### src/rtl/binpt_pkg.sv
package binpt_pkg;
  localparam int FIELD_W  = 3;
  localparam int OFF_W    = 12;
  localparam int DATA_W   = 32;
  localparam logic [OFF_W-1:0] OFF_POINT = 12'h008;
  localparam logic [OFF_W-1:0] OFF_ALIAS = 12'h01c;

  typedef enum logic [1:0] {
    TGT_NONE  = 2'd0,
    TGT_PRI   = 2'd1,
    TGT_ALIAS = 2'd2
  } tgt_e;
endpackage

### src/rtl/binpt_route.sv
module binpt_route
  import binpt_pkg::*;
(
  input  logic [OFF_W-1:0] offset_i,
  input  logic             secure_i,
  input  logic             sec_ext_i,
  input  logic             rev2_i,
  output tgt_e             tgt_o
);
  logic ns_banked;
  logic groups;

  assign ns_banked = sec_ext_i && !secure_i;
  assign groups    = rev2_i || sec_ext_i;

  always_comb begin
    tgt_o = TGT_NONE;
    if (offset_i == OFF_POINT) begin
      tgt_o = ns_banked ? TGT_ALIAS : TGT_PRI;
    end else if (offset_i == OFF_ALIAS) begin
      // alias offset: hidden without groups and from non-secure side
      if (groups && !ns_banked) tgt_o = TGT_ALIAS;
    end
  end
endmodule

### src/rtl/binpt_bank.sv
module binpt_bank #(
  parameter int NUM_CPU = 4,
  parameter int FW      = 3,
  parameter int RST_VAL = 2,
  parameter int MIN_VAL = 0,
  localparam int CPU_W  = (NUM_CPU > 1) ? $clog2(NUM_CPU) : 1
) (
  input  logic                  clk_i,
  input  logic                  rst_ni,
  input  logic                  we_i,
  input  logic [CPU_W-1:0]      cpu_i,
  input  logic [FW-1:0]         wval_i,
  output logic [NUM_CPU*FW-1:0] val_o
);
  logic [FW-1:0] wval_c;

  generate
    if (MIN_VAL == 0) begin : g_noclamp
      assign wval_c = wval_i;
    end else begin : g_clamp
      assign wval_c = (wval_i < FW'(MIN_VAL)) ? FW'(MIN_VAL) : wval_i;
    end
  endgenerate

  generate
    for (genvar k = 0; k < NUM_CPU; k++) begin : g_cpu
      logic [FW-1:0] q;
      always_ff @(posedge clk_i or negedge rst_ni) begin
        if (!rst_ni) begin
          q <= FW'(RST_VAL);
        end else if (we_i && (cpu_i == CPU_W'(k))) begin
          q <= wval_c;
        end
      end
      assign val_o[k*FW +: FW] = q;
    end
  endgenerate
endmodule

### src/rtl/binpt_slice.sv
module binpt_slice
  import binpt_pkg::*;
#(
  parameter int NUM_CPU   = 4,
  parameter int PRI_RST   = 2,
  parameter int ALIAS_RST = 3,
  parameter int PRI_MIN   = 0,
  parameter int ALIAS_MIN = 1,
  localparam int CPU_W    = (NUM_CPU > 1) ? $clog2(NUM_CPU) : 1
) (
  input  logic              clk_i,
  input  logic              rst_ni,
  input  logic [CPU_W-1:0]  cpu_idx_i,
  input  logic [OFF_W-1:0]  offset_i,
  input  logic [DATA_W-1:0] wdata_i,
  input  logic              we_i,
  input  logic              secure_i,
  input  logic              sec_ext_i,
  input  logic              rev2_i,
  output logic [DATA_W-1:0] rdata_o
);
  tgt_e                       tgt;
  logic [NUM_CPU*FIELD_W-1:0] pri_flat;
  logic [NUM_CPU*FIELD_W-1:0] alias_flat;
  logic [FIELD_W-1:0]         pri_sel;
  logic [FIELD_W-1:0]         alias_sel;

  binpt_route u_route (
    .offset_i  (offset_i),
    .secure_i  (secure_i),
    .sec_ext_i (sec_ext_i),
    .rev2_i    (rev2_i),
    .tgt_o     (tgt)
  );

  binpt_bank #(
    .NUM_CPU (NUM_CPU), .FW (FIELD_W), .RST_VAL (PRI_RST), .MIN_VAL (PRI_MIN)
  ) u_pri (
    .clk_i  (clk_i),
    .rst_ni (rst_ni),
    .we_i   (we_i && (tgt == TGT_PRI)),
    .cpu_i  (cpu_idx_i),
    .wval_i (wdata_i[FIELD_W-1:0]),
    .val_o  (pri_flat)
  );

  binpt_bank #(
    .NUM_CPU (NUM_CPU), .FW (FIELD_W), .RST_VAL (ALIAS_RST), .MIN_VAL (ALIAS_MIN)
  ) u_alias (
    .clk_i  (clk_i),
    .rst_ni (rst_ni),
    .we_i   (we_i && (tgt == TGT_ALIAS)),
    .cpu_i  (cpu_idx_i),
    .wval_i (wdata_i[FIELD_W-1:0]),
    .val_o  (alias_flat)
  );

  assign pri_sel   = pri_flat[int'(cpu_idx_i)*FIELD_W +: FIELD_W];
  assign alias_sel = alias_flat[int'(cpu_idx_i)*FIELD_W +: FIELD_W];

  always_comb begin
    rdata_o = '0;
    unique case (tgt)
      TGT_PRI:   rdata_o[FIELD_W-1:0] = pri_sel;
      TGT_ALIAS: rdata_o[FIELD_W-1:0] = alias_sel;
      default:   rdata_o = '0;
    endcase
  end
endmodule

### config.mk
export PLATFORM = sky130hd
export DESIGN_NAME = binpt_slice
export DESIGN_NICKNAME = d
export VERILOG_FILES = /design/src/rtl/binpt_pkg.sv /design/src/rtl/binpt_route.sv /design/src/rtl/binpt_bank.sv /design/src/rtl/binpt_slice.sv
export SDC_FILE = /design/constraint.sdc
export NUM_CORES = 1
export LEC_CHECK = 0
export ABC_CLOCK_PERIOD_IN_PS = 2500
export BUFFER_PORTS_ARGS = -buffer_cell sky130_fd_sc_hd__buf_4
export CORE_MARGIN = 10
export CORE_UTILIZATION = 39
export CTS_CLUSTER_DIAMETER = 80
export CTS_CLUSTER_SIZE = 25
export DETAILED_ROUTE_END_ITERATION = 8
export HOLD_SLACK_MARGIN = 0.06
export PLACE_DENSITY = 0.71
export SETUP_SLACK_MARGIN = 0.05
export SLEW_MARGIN = 20
export SYNTH_ARGS = -nofsm -noshare
export SYNTH_HDL_FRONTEND = slang
export SYNTH_SLANG_ARGS = --single-unit
### constraint.sdc
create_clock -name clk_i -period 2.5 [get_ports clk_i]
set_input_delay 0.5 -clock clk_i [delete_from_list [all_inputs] [get_ports clk_i]]
set_output_delay 0.5 -clock clk_i [all_outputs]
set_load 0.01 [all_outputs]
Word level (Yosys, flattened, before mapping). Index checks and enable logic that the tools add are counted.

Multiplexer cells: 6. Equal/unequal tests: 7. Shifts and indexed selects: 2. $mul: 1. Reduce and logical (&&, ||, !) cells: 16. Magnitude comparators: 1.

Operators with widths (count): $shiftx A12 B32 Y3 (1); $eq A12 B4 Y1 const B (1); $eq A12 B5 Y1 const B (1); $logic_and A1 B1 Y1 (12); $shiftx A12 B5 Y3 (1); $mux W2 (4); $eq A2 B2 Y1 const B (3); $pmux W3 S2 (1); $eq A2 B1 Y1 const B (2); $mul A2 B2 Y4 const B (1); $lt A3 B1 Y1 const B (1); $mux W3 (1); $logic_not A1 Y1 (2); $logic_not A2 Y1 (1); $logic_or A1 B1 Y1 (1).

Word-level logic and storage cells: 41. Input bits: 52. Bits in registers: 24.

Logic depth before layout (Yosys ltp). Gate-level depths: netlist of run 1.

Depth after elaboration: 10. Mapped depth: 5. Mapped depth without buffers: 4.

Hierarchy. Synthesis of run 1 repeated with hierarchy kept, for this count alone.

Cells, all modules: 118. Area total of the unflattened synthesis: 1521.5 um2.

By module, submodules not included: binpt_bank (u_alias) (instances 1, area an instance 491.7 um2, sequential area each 310.3 um2, cells an instance 29); binpt_bank (u_pri) (instances 1, area an instance 479.2 um2, sequential area each 305.3 um2, cells an instance 28); binpt_slice (instances 1, area an instance 452.9 um2, sequential area each 0.0 um2, cells an instance 50); binpt_route (instances 1, area an instance 97.6 um2, sequential area each 0.0 um2, cells an instance 11).

Worst setup path before layout of run 1. OpenSTA, ideal clock, no wires.

Path type: in2out. Start: input port offset_i[2]. End: output port rdata_o[2]. Stages: 4. Arrival time: 1849 ps. Path slack: 151 ps. Path through: or4b_4 o31a_4 a311o_2 a221oi_2.

Word-level cells in the longest chain between the ends: 5. Elaborated cells on any way between the ends: 7. Those cells by class: eq/ne: 4; mux: 3.

RTL lines: start: declaration (line binpt_slice.sv:14) `input logic [OFF_W-1:0] offset_i,`; $eq A12 B5 Y1 (line binpt_route.sv:20) `end else if (offset_i == OFF_ALIAS) begin`; $mux W2 (line binpt_route.sv:20); $mux W2 (*) (line binpt_route.sv:18) `if (offset_i == OFF_POINT) begin`; $eq A2 B2 Y1 or $eq A2 B1 Y1 (tied branches) (line binpt_slice.sv:63) `unique case (tgt)`; $pmux W3 S2 (*) (line binpt_slice.sv:63); end: declaration (line binpt_slice.sv:20) `output logic [DATA_W-1:0] rdata_o`.

Mark *: on every way between the ends. The rest lies on a longest branch, timed or not.

Worst setup path after layout of run 1.
Start: input port offset_i[5]. End: output port rdata_o[2].

The elaborated chain is that of the path after synthesis.

==> flow_summary.toml, run 1 <==
[yosys]
synth.avg_cell_area_um2 = 12.87
synth_seq_cells = 24
async_flop_share_pct = 100.0
synth.cell_area_mm2 = 0.001609
ys.flop_type = "dfstp_2"
syn_inst = 125
yosys.cell_types.count = 32
synth_edf_count = 0
synth.area.top_cells = "dfstp_2, dfrtp_1, buf_4"
yosys_warnings = 0
ys_seq_area_share_pct = 38.26
yosys.area.top_type = "dfstp_2"
synth_top_cell_area_share_pct = 19.60

[sta]
finalHoldViolations = 0
rsz0062_at_grt = "yes"
finalCritPeriodShare_pct = 98.66
finalCriticalPeriod_ps = 2466
fmax_ghz = 0.4054
slew_viol_final = 0
finClkSkew_ps = 0
setup_viol = 0
hold_ws_ps = 115.2
final.setup.tns_ps = 0

[detailed_routing]
first_pass_iters = 3
viasPerCell = 4.883
vias = 1006
drtIter0Drc = 46
drt-total-wl_um = 3405
remaining_drc_errors = 0
post_drt_wl_per_cell_um = 16.53
ant_nets = 0

[clock_network]
htree_levels = 1
cts_tree = "built"
cts_root_buf = "clkbuf_8"
holdBufCountCts = 0
post_cts_buffers = 0
clkLatencyLatePin_ps = 260
clk_pin_slew_ps = 80
cts_buffers = 3
clock_sinks = 24
cts_buffer_depth = 2

[global_routing]
overflow = 0
grt_max_degree = 25
grt_pass1_wl_um = 5816
grt_pass1_vias = 1183
grt_antenna_before_repair = 0
grtUsageTotal_pct = 9.685

[pwr]
comb_power_share_pct = 14.2
power_leakage_nw = 0.8617
ir_worst_vdd_mv = 0.2266
p_per_area_mw_per_mm2 = 409.9
power.switching_w = 0.0001885
clkPwrFrac_pct = 34.5
seqPwrFrac_pct = 51.4
switching_share_pct = 24.84
p_int_w = 0.0005705

[run]
maxCapViolCount = 0

[final_layout]
multiInputGateArea_um2 = 882.1
antennaDiodeCount = 0
finalNetCount = 209
ff_latch_area_um2 = 615.6
final_cells = 206
syn_to_final_growth_pct = 15.09
utilization_pct = 46.29
drive_above_1_share_pct = 54.49
fill_cells = 370
stdcell_area_mm2 = 0.001852

[place]
hpwlAfterDp_um = 2803
placement.io_buffers = 25
place_area_mm2 = 0.001768
gp_congestion = 0.7852
dp.cells = 202

[worst_setup_path]
startpoint_type = "input pin"
worstPathCellList = "buf_6 -> or4b_4 -> o31a_4 -> a311o_2 -> a221oi_2 -> buf_4"
path_class = "input pin to primary output"
arrival_ps = 1970
cp-startpoint = "offset_i[5]"
cp_data_required_time_ps = 2000
cp_max_fo = 3
crit_path_end_kind = "primary output"
cpMaxStageDelayCell = "or4b_4"
ff2ff_path_depth = 1
r2r_setup_slack_ps = 1730
r2r-end = "u_alias.g_cpu[1].q[2]$_DFFE_PN0P_"
max_stage_delay_ps = 550
r2r_start = "u_alias.g_cpu[1].q[2]$_DFFE_PN0P_"

[floorplan]
rows = 23
die_w_um = 84.23
die-area_mm2 = 0.007095
start_util_pct = 40.23
pin_count = 84
die_height_um = 84.23
core_area_mm2 = 0.004000

[min_path]
hp-class = "input pin to asynchronous set/reset pin"

[outcome]
status = "complete, no violations"
## kinds of logic (layout without fill, tap and decap cells)
group                  Yosys count  after routing  synth area share, %
other                            1             29               0.2331
muxes                           33             33                25.58
and+or+nand+nor                 27             27                16.02
AOI/OAI and AO/OA                8              8                5.132
DFF                             24             24                38.26
buffers and inverters           32             35                14.77
## through the flow
step / worst slack (ps) / total power (W)
after global routing: -20.24 / 0.0007946
after global placement: -9.273 / 0.0004957
after CTS: 36.09 / 0.0007661
final: 33.53 / 0.0007591
after floorplan: 151.0 / 0.0004846
after detailed placement: -26.49 / 0.0004990
## final cells by class
class | count | share of cell area [%]
inverters | 1 | 0.2027
multi-input cells | 97 | 47.64
clock buffers | 4 | 2.973
flip-flops and latches | 24 | 33.24
well taps | 50 | 3.378
repair buffers | 30 | 12.57
## worst max-delay path, delay by kind of cell
family / cells / cell delay [ps]
AOI/OAI and AO/OA: 3 / 660
buffers and inverters: 2 / 270
and+or+nand+nor: 1 / 550
## sequential cells by signal, summed over array words and instances (netlist names)
signal and count:
u_alias.g_cpu.q 12, u_pri.g_cpu.q 12
## placed cells by master (no fill, tap or decap), types with 2 or more instances in the layout
cell type   n
nand2_1     2
o21ai_0     3
dfstp_2    12
nor3_2      3
mux2i_1     4
nor4_2      2
clkbuf_8    4
mux4_2      4
nand3_1     2
mux2_1     10
nor4_4      4
or2b_1      2
buf_4      28
nor2_1      3
conb_1     29
dfrtp_1    12
mux2_2     15
buf_6       2
## worst max path at each step
stage	end	slack, ps	cells after the start
CTS	rdata_o[2]	40	6
global route	rdata_o[2]	-20	6
finish	rdata_o[2]	30	6
floorplan	rdata_o[2]	150	4
detailed placement	rdata_o[2]	-30	6
global placement	rdata_o[2]	-9	6
## power by group through the flow
stage / Sequential, W / Combinational [W] / Clock (W)
after global placement: 0.000397 / 0.0000989 / 0
after detailed placement: 0.000397 / 0.000102 / 0
after global routing: 0.000390 / 0.000120 / 0.000285
after floorplan: 0.000397 / 0.0000877 / 0
final: 0.000390 / 0.000108 / 0.000262
after CTS: 0.000390 / 0.000104 / 0.000272
## cell usage after synthesis (2+ instances only)
cell type,n
nor4_4,4
mux4_2,4
dfstp_2,12
mux2i_1,4
nor3_2,3
buf_4,29
mux2_2,15
nor2_1,4
nor4_1,2
nand3_1,2
o21ai_0,3
nand2_1,2
or2b_1,2
dfrtp_1,12
mux2_1,10
## timing repair
| action | CTS | global route |
|---|---|---|
| cloned | 0 | 0 |
| pin swaps | 2 | 0 |
| resized for setup | 2 | 4 |
| endpoints found under the setup margin | 1 | 3 |
## routing by layer
| metal | up-vias | global-route usage (%) | wire (um) |
|---|---|---|---|
| met5 | - | 0 | 0 |
| met4 | 0 | 2.435 | 25 |
| met3 | 3 | 5.314 | 446 |
| met2 | 54 | 14.94 | 1479 |
| met1 | 488 | 11.43 | 1453 |
| li1 | 461 | - | - |
(Power assumes the default switching activity.)
==> inputs of run 2 (changes only) <==
Settings changed: ABC_CLOCK_PERIOD_IN_PS 2500 to 2810.
Clock period 2.5 ns to 2.81 ns, I/O delays scaled along.
==> flow_summary.toml, run 2 (synthesis results as in run 1) <==
[outcome]
status = "complete, no violations"

[final_layout]
antennaDiodeCount = 0
fill_cells = 379
layout_common_cells = "conb_1, buf_4, mux2_2"
stdcell_area_mm2 = 0.001798
utilization_pct = 44.95
layout_commonest_cell = "conb_1"
finalNetCount = 207
reg_top3 = "u_alias.g_cpu.q x12, u_pri.g_cpu.q x12"
drive_above_1_share_pct = 50.65
final_cells = 204
syn_to_final_growth_pct = 11.74

[sta]
rsz0062_at_grt = "no"
fmax_ghz = 0.3702
finClkSkew_ps = 0
setup_viol = 0
finalCritPeriodShare_pct = 96.12
finalCriticalPeriod_ps = 2701
finalHoldViolations = 0
slew_viol_final = 0
final.setup.tns_ps = 0

[min_path]
hp-class = "input pin to asynchronous set/reset pin"

[place]
hpwlAfterDp_um = 2769
dp.cells = 200
place_area_mm2 = 0.001753
placement.io_buffers = 25
gp_congestion = 0.7738

[detailed_routing]
ant_nets = 0
drt-total-wl_um = 3359
drtIter0Drc = 30
vias = 1011
remaining_drc_errors = 0
post_drt_wl_per_cell_um = 16.47
viasPerCell = 4.956
first_pass_iters = 4

[global_routing]
grt_pass1_vias = 1142
grt_max_degree = 25
grt_pass1_wl_um = 5540
overflow = 0
grt_antenna_before_repair = 0
grtUsageTotal_pct = 9.296

[clock_network]
htree_levels = 1
clk_pin_slew_ps = 90
post_cts_buffers = 0
clkLatencyLatePin_ps = 260
holdBufCountCts = 0
cts_buffers = 3
cts_resized = 0
cts_buffer_depth = 2
clock_sinks = 24
cts_tree = "built"
cts_root_buf = "clkbuf_8"

[worst_setup_path]
crit_path_frequent_cell = "buf_4"
cp_max_fo = 4
max_stage_delay_ps = 580
cp_data_required_time_ps = 2250
arrival_ps = 2140
worstPathCellList = "buf_4 -> or4b_4 -> o31a_4 -> a311o_2 -> a221oi_2 -> buf_4"
startpoint_type = "input pin"
path_class = "input pin to primary output"
cpMaxStageDelayCell = "or4b_4"
crit_path_end_kind = "primary output"

[pwr]
power_leakage_nw = 0.8417
power.total_w = 0.0006440
ir_worst_vdd_mv = 0.2540
p_per_area_mw_per_mm2 = 358.2

[floorplan]
core_area_mm2 = 0.004000
die-area_mm2 = 0.007095
start_util_pct = 40.23
rows = 23
die_height_um = 84.23
pin_count = 84
die_w_um = 84.23

[run]
maxCapViolCount = 0
-- run 2: changes by cell type in the layout (fill, tap and decap cells not counted) --
cell      previous run  this run
buf_6                2         0
nor4_1               0         2
nor4_2               2         0
clkbuf_1             0         1
clkbuf_8             4         3
nor2_1               3         4
nor2_2               1         0
nor4b_1              0         1
nor4b_2              1         0
-- run 2: cell type report --
cell class	instances	area, um2	share of cell area [%]
tap	50	62.56	3.479
multi-input combinational	97	860.8	47.88
clock buffer	4	45.04	2.505
timing repair buffer	28	210.2	11.69
inverter	1	3.754	0.2088
sequential	24	615.6	34.24
-- run 2: critical path, delay by kind of cell --
kind	cells	cell delay [ps]
AO/OA/AOI/OAI	3	710
AND/OR/NAND/NOR	1	580
buffers and inverters	2	290
-- run 2: layer usage --
layer | GRT usage (%) | vias to the layer above | wire (um)
met1 | 11.28 | 492 | 1535
met4 | 2.892 | 0 | 40
met2 | 14.18 | 56 | 1393
met5 | 0 | - | 0
met3 | 4.444 | 5 | 389
li1 | - | 458 | -
-- run 2: through the flow --
stage               worst slack [ps]  hold slack (ps)
floorplan                      337.0            266.4
global placement               146.6            466.9
detailed placement             113.2            476.7
CTS                            106.1            183.8
global route                   54.27            185.0
finish                         109.1            174.3
-- run 2: final timing paths --
check | from | to | slack [ps] | cells after the start
max in group asynchronous | rst_ni | u_alias.g_cpu[1].q[1]$_DFFE_PN1P_ | 2340 | 1
worst max register to register | u_alias.g_cpu[2].q[2]$_DFFE_PN0P_ | u_alias.g_cpu[2].q[2]$_DFFE_PN0P_ | 2000 | 1
worst min register to register | u_alias.g_cpu[1].q[2]$_DFFE_PN0P_ | u_alias.g_cpu[1].q[2]$_DFFE_PN0P_ | 490 | 1
worst max-delay path | offset_i[2] | rdata_o[2] | 110 | 6
worst min-delay path | rst_ni | u_pri.g_cpu[2].q[0]$_DFFE_PN0P_ | 170 | 1
min in group clk_i | u_alias.g_cpu[1].q[2]$_DFFE_PN0P_ | u_alias.g_cpu[1].q[2]$_DFFE_PN0P_ | 490 | 1
-- run 2: where the power goes --
group	switching, W	internal, W
Combinational	0.0000583	0.0000328
Clock	0.000105	0.000101
Sequential	0.000000243	0.000347
Total	0.000163	0.000481
==> inputs of run 3 (changes only) <==
Settings changed: ABC_AREA set to 1.
==> flow_summary.toml, run 3 <==
[pwr]
p_int_w = 0.0004790
switching_share_pct = 25.83
seqPwrFrac_pct = 53.7
p_per_area_mw_per_mm2 = 358.5
power.total_w = 0.0006459
power_leakage_nw = 0.9163
comb_power_share_pct = 14.8
ir_worst_vdd_mv = 0.2902
clkPwrFrac_pct = 31.5
power.switching_w = 0.0001668

[place]
hpwlAfterDp_um = 2930
dp.cells = 294
place_area_mm2 = 0.001757
gp_congestion = 0.8517
placement.io_buffers = 25

[floorplan]
rows = 23
core_area_mm2 = 0.004000
die-area_mm2 = 0.007128
start_util_pct = 40.48
die_height_um = 84.43
die_w_um = 84.43
pin_count = 84

[final_layout]
drive_above_1_share_pct = 22.18
fill_cells = 435
layout_common_cells = "nand2_1, conb_1, buf_4"
finalNetCount = 301
final_cells = 298
antennaDiodeCount = 0
stdcell_area_mm2 = 0.001802
syn_to_final_growth_pct = 11.28
layout_commonest_cell = "nand2_1"
reg_top3 = "u_alias.g_cpu.q x12, u_pri.g_cpu.q x12"

[yosys]
synth_seq_cells = 24
ys.flop_type = "dfstp_2"
synth.area.top_cells = "dfstp_2, dfrtp_1, buf_4"
ys_seq_area_share_pct = 38.02
yosys_warnings = 0
synth.cell_area_mm2 = 0.001619
syn_inst = 220
synth.most_common_cell = "nand2_1"
yosys.area.top_type = "dfstp_2"
synth.avg_cell_area_um2 = 7.359
synth.top_cells.by_count = "nand2_1, buf_4, o21ai_1, inv_1, nor2_1"
synth_top_cell_area_share_pct = 19.47
yosys.cell_types.count = 25
synth_edf_count = 0
async_flop_share_pct = 100.0

[sta]
final.setup.tns_ps = 0
rsz0062_at_grt = "no"
finalCriticalPeriod_ps = 2356
finalHoldViolations = 0
slew_viol_final = 0
finalCritPeriodShare_pct = 83.83
setup_viol = 0
finClkSkew_ps = 0
hold_ws_ps = 180.2
fmax_ghz = 0.4245

[worst_setup_path]
cp_max_fo = 10
r2r_start = "u_alias.g_cpu[0].q[1]$_DFFE_PN1P_"
ff2ff_path_depth = 2
startpoint_type = "input pin"
arrival_ps = 1790
crit_path_end_kind = "primary output"
cp-startpoint = "offset_i[7]"
r2r_setup_slack_ps = 2030
cp_data_required_time_ps = 2250
path_class = "input pin to primary output"
r2r-end = "u_alias.g_cpu[0].q[1]$_DFFE_PN1P_"
crit_end = "rdata_o[2]"

[global_routing]
grt_pass1_vias = 1379
overflow = 0
grt_pass1_wl_um = 6292
grt_max_degree = 25
grt_antenna_before_repair = 0
grtUsageTotal_pct = 10.25

[clock_network]
clock_sinks = 24
holdBufCountCts = 0
cts_buffer_depth = 2
clk_pin_slew_ps = 80
cts_tree = "built"
post_cts_buffers = 0
cts_resized = 0
cts_buffers = 3
htree_levels = 1
clkLatencyLatePin_ps = 260
cts_root_buf = "clkbuf_8"

[detailed_routing]
drtIter0Drc = 76
vias = 1341
post_drt_wl_per_cell_um = 12.00
drt-total-wl_um = 3575
first_pass_iters = 4
viasPerCell = 4.500
remaining_drc_errors = 0
ant_nets = 0

[min_path]
hp-class = "input pin to asynchronous set/reset pin"

[run]
maxCapViolCount = 0

[outcome]
status = "complete, no violations"
==> run 3: how the worst min path moves through the flow <==
stage / endpoint / slack (ps) / cells after the start
final: u_pri.g_cpu[1].q[0]$_DFFE_PN0P_ / 180 / 1
after floorplan: u_alias.g_cpu[0].q[2]$_DFFE_PN0P_ / 270 / 0
after CTS: u_pri.g_cpu[3].q[0]$_DFFE_PN0P_ / 190 / 1
after global placement: u_alias.g_cpu[1].q[1]$_DFFE_PN1P_ / 460 / 2
after detailed placement: u_pri.g_cpu[1].q[1]$_DFFE_PN1P_ / 460 / 2
after global routing: u_pri.g_cpu[1].q[0]$_DFFE_PN0P_ / 190 / 1
==> run 3: metrics by stage <==
step	setup WS (ps)	utilization [%]
final	454.5	45.04
after global routing	296.4	45.04
after CTS	434.1	45.04
after detailed placement	439.2	43.92
after global placement	446.4	43.92
after floorplan	772.9	-
==> run 3: logic make-up (layout without fill, tap and decap cells) <==
kind of cell | after synthesis | count (layout) | share of synthesized area, %
AND/OR/NAND/NOR | 105 | 105 | 30.76
flip-flops | 24 | 24 | 38.02
buffers and inverters | 55 | 55 | 19.47
other | 1 | 29 | 0.2316
AO/OA/AOI/OAI | 35 | 35 | 11.51
==> run 3: cell type report <==
class	instances	area, um2	share of cell area, %
well taps	50	62.56	3.472
multi-input cells	169	793.3	44.03
clock buffers	4	45.04	2.500
flip-flops and latches	24	615.6	34.17
inverters	26	97.59	5.417
repair buffers	25	187.7	10.42
==> run 3: worst max-delay path: stages <==
cell and delay, ps:
buf_4 110, nor2_2 130, nand2_1 150, nor2_8 160, nand3_4 150, o211ai_1 190, nand2_1 80, nor2_1 120
buf_4 140
==> run 3: power groups by stage <==
stage	Combinational (W)	Sequential [W]	Clock [W]
after floorplan	0.0000796	0.000353	0
after global placement	0.0000930	0.000353	0
after detailed placement	0.0000938	0.000353	0
after CTS	0.0000942	0.000347	0.000208
after global routing	0.000108	0.000347	0.000224
final	0.0000953	0.000347	0.000204
==> run 3: routing by layer <==
metal | GRT usage [%] | share of wire [%] | vias to the layer above
li1 | - | - | 700
met1 | 13.09 | 46 | 586
met2 | 16.11 | 44 | 50
met3 | 3.478 | 9.1 | 5
met4 | 2.695 | 0.84 | 0
met5 | 0 | 0 | -
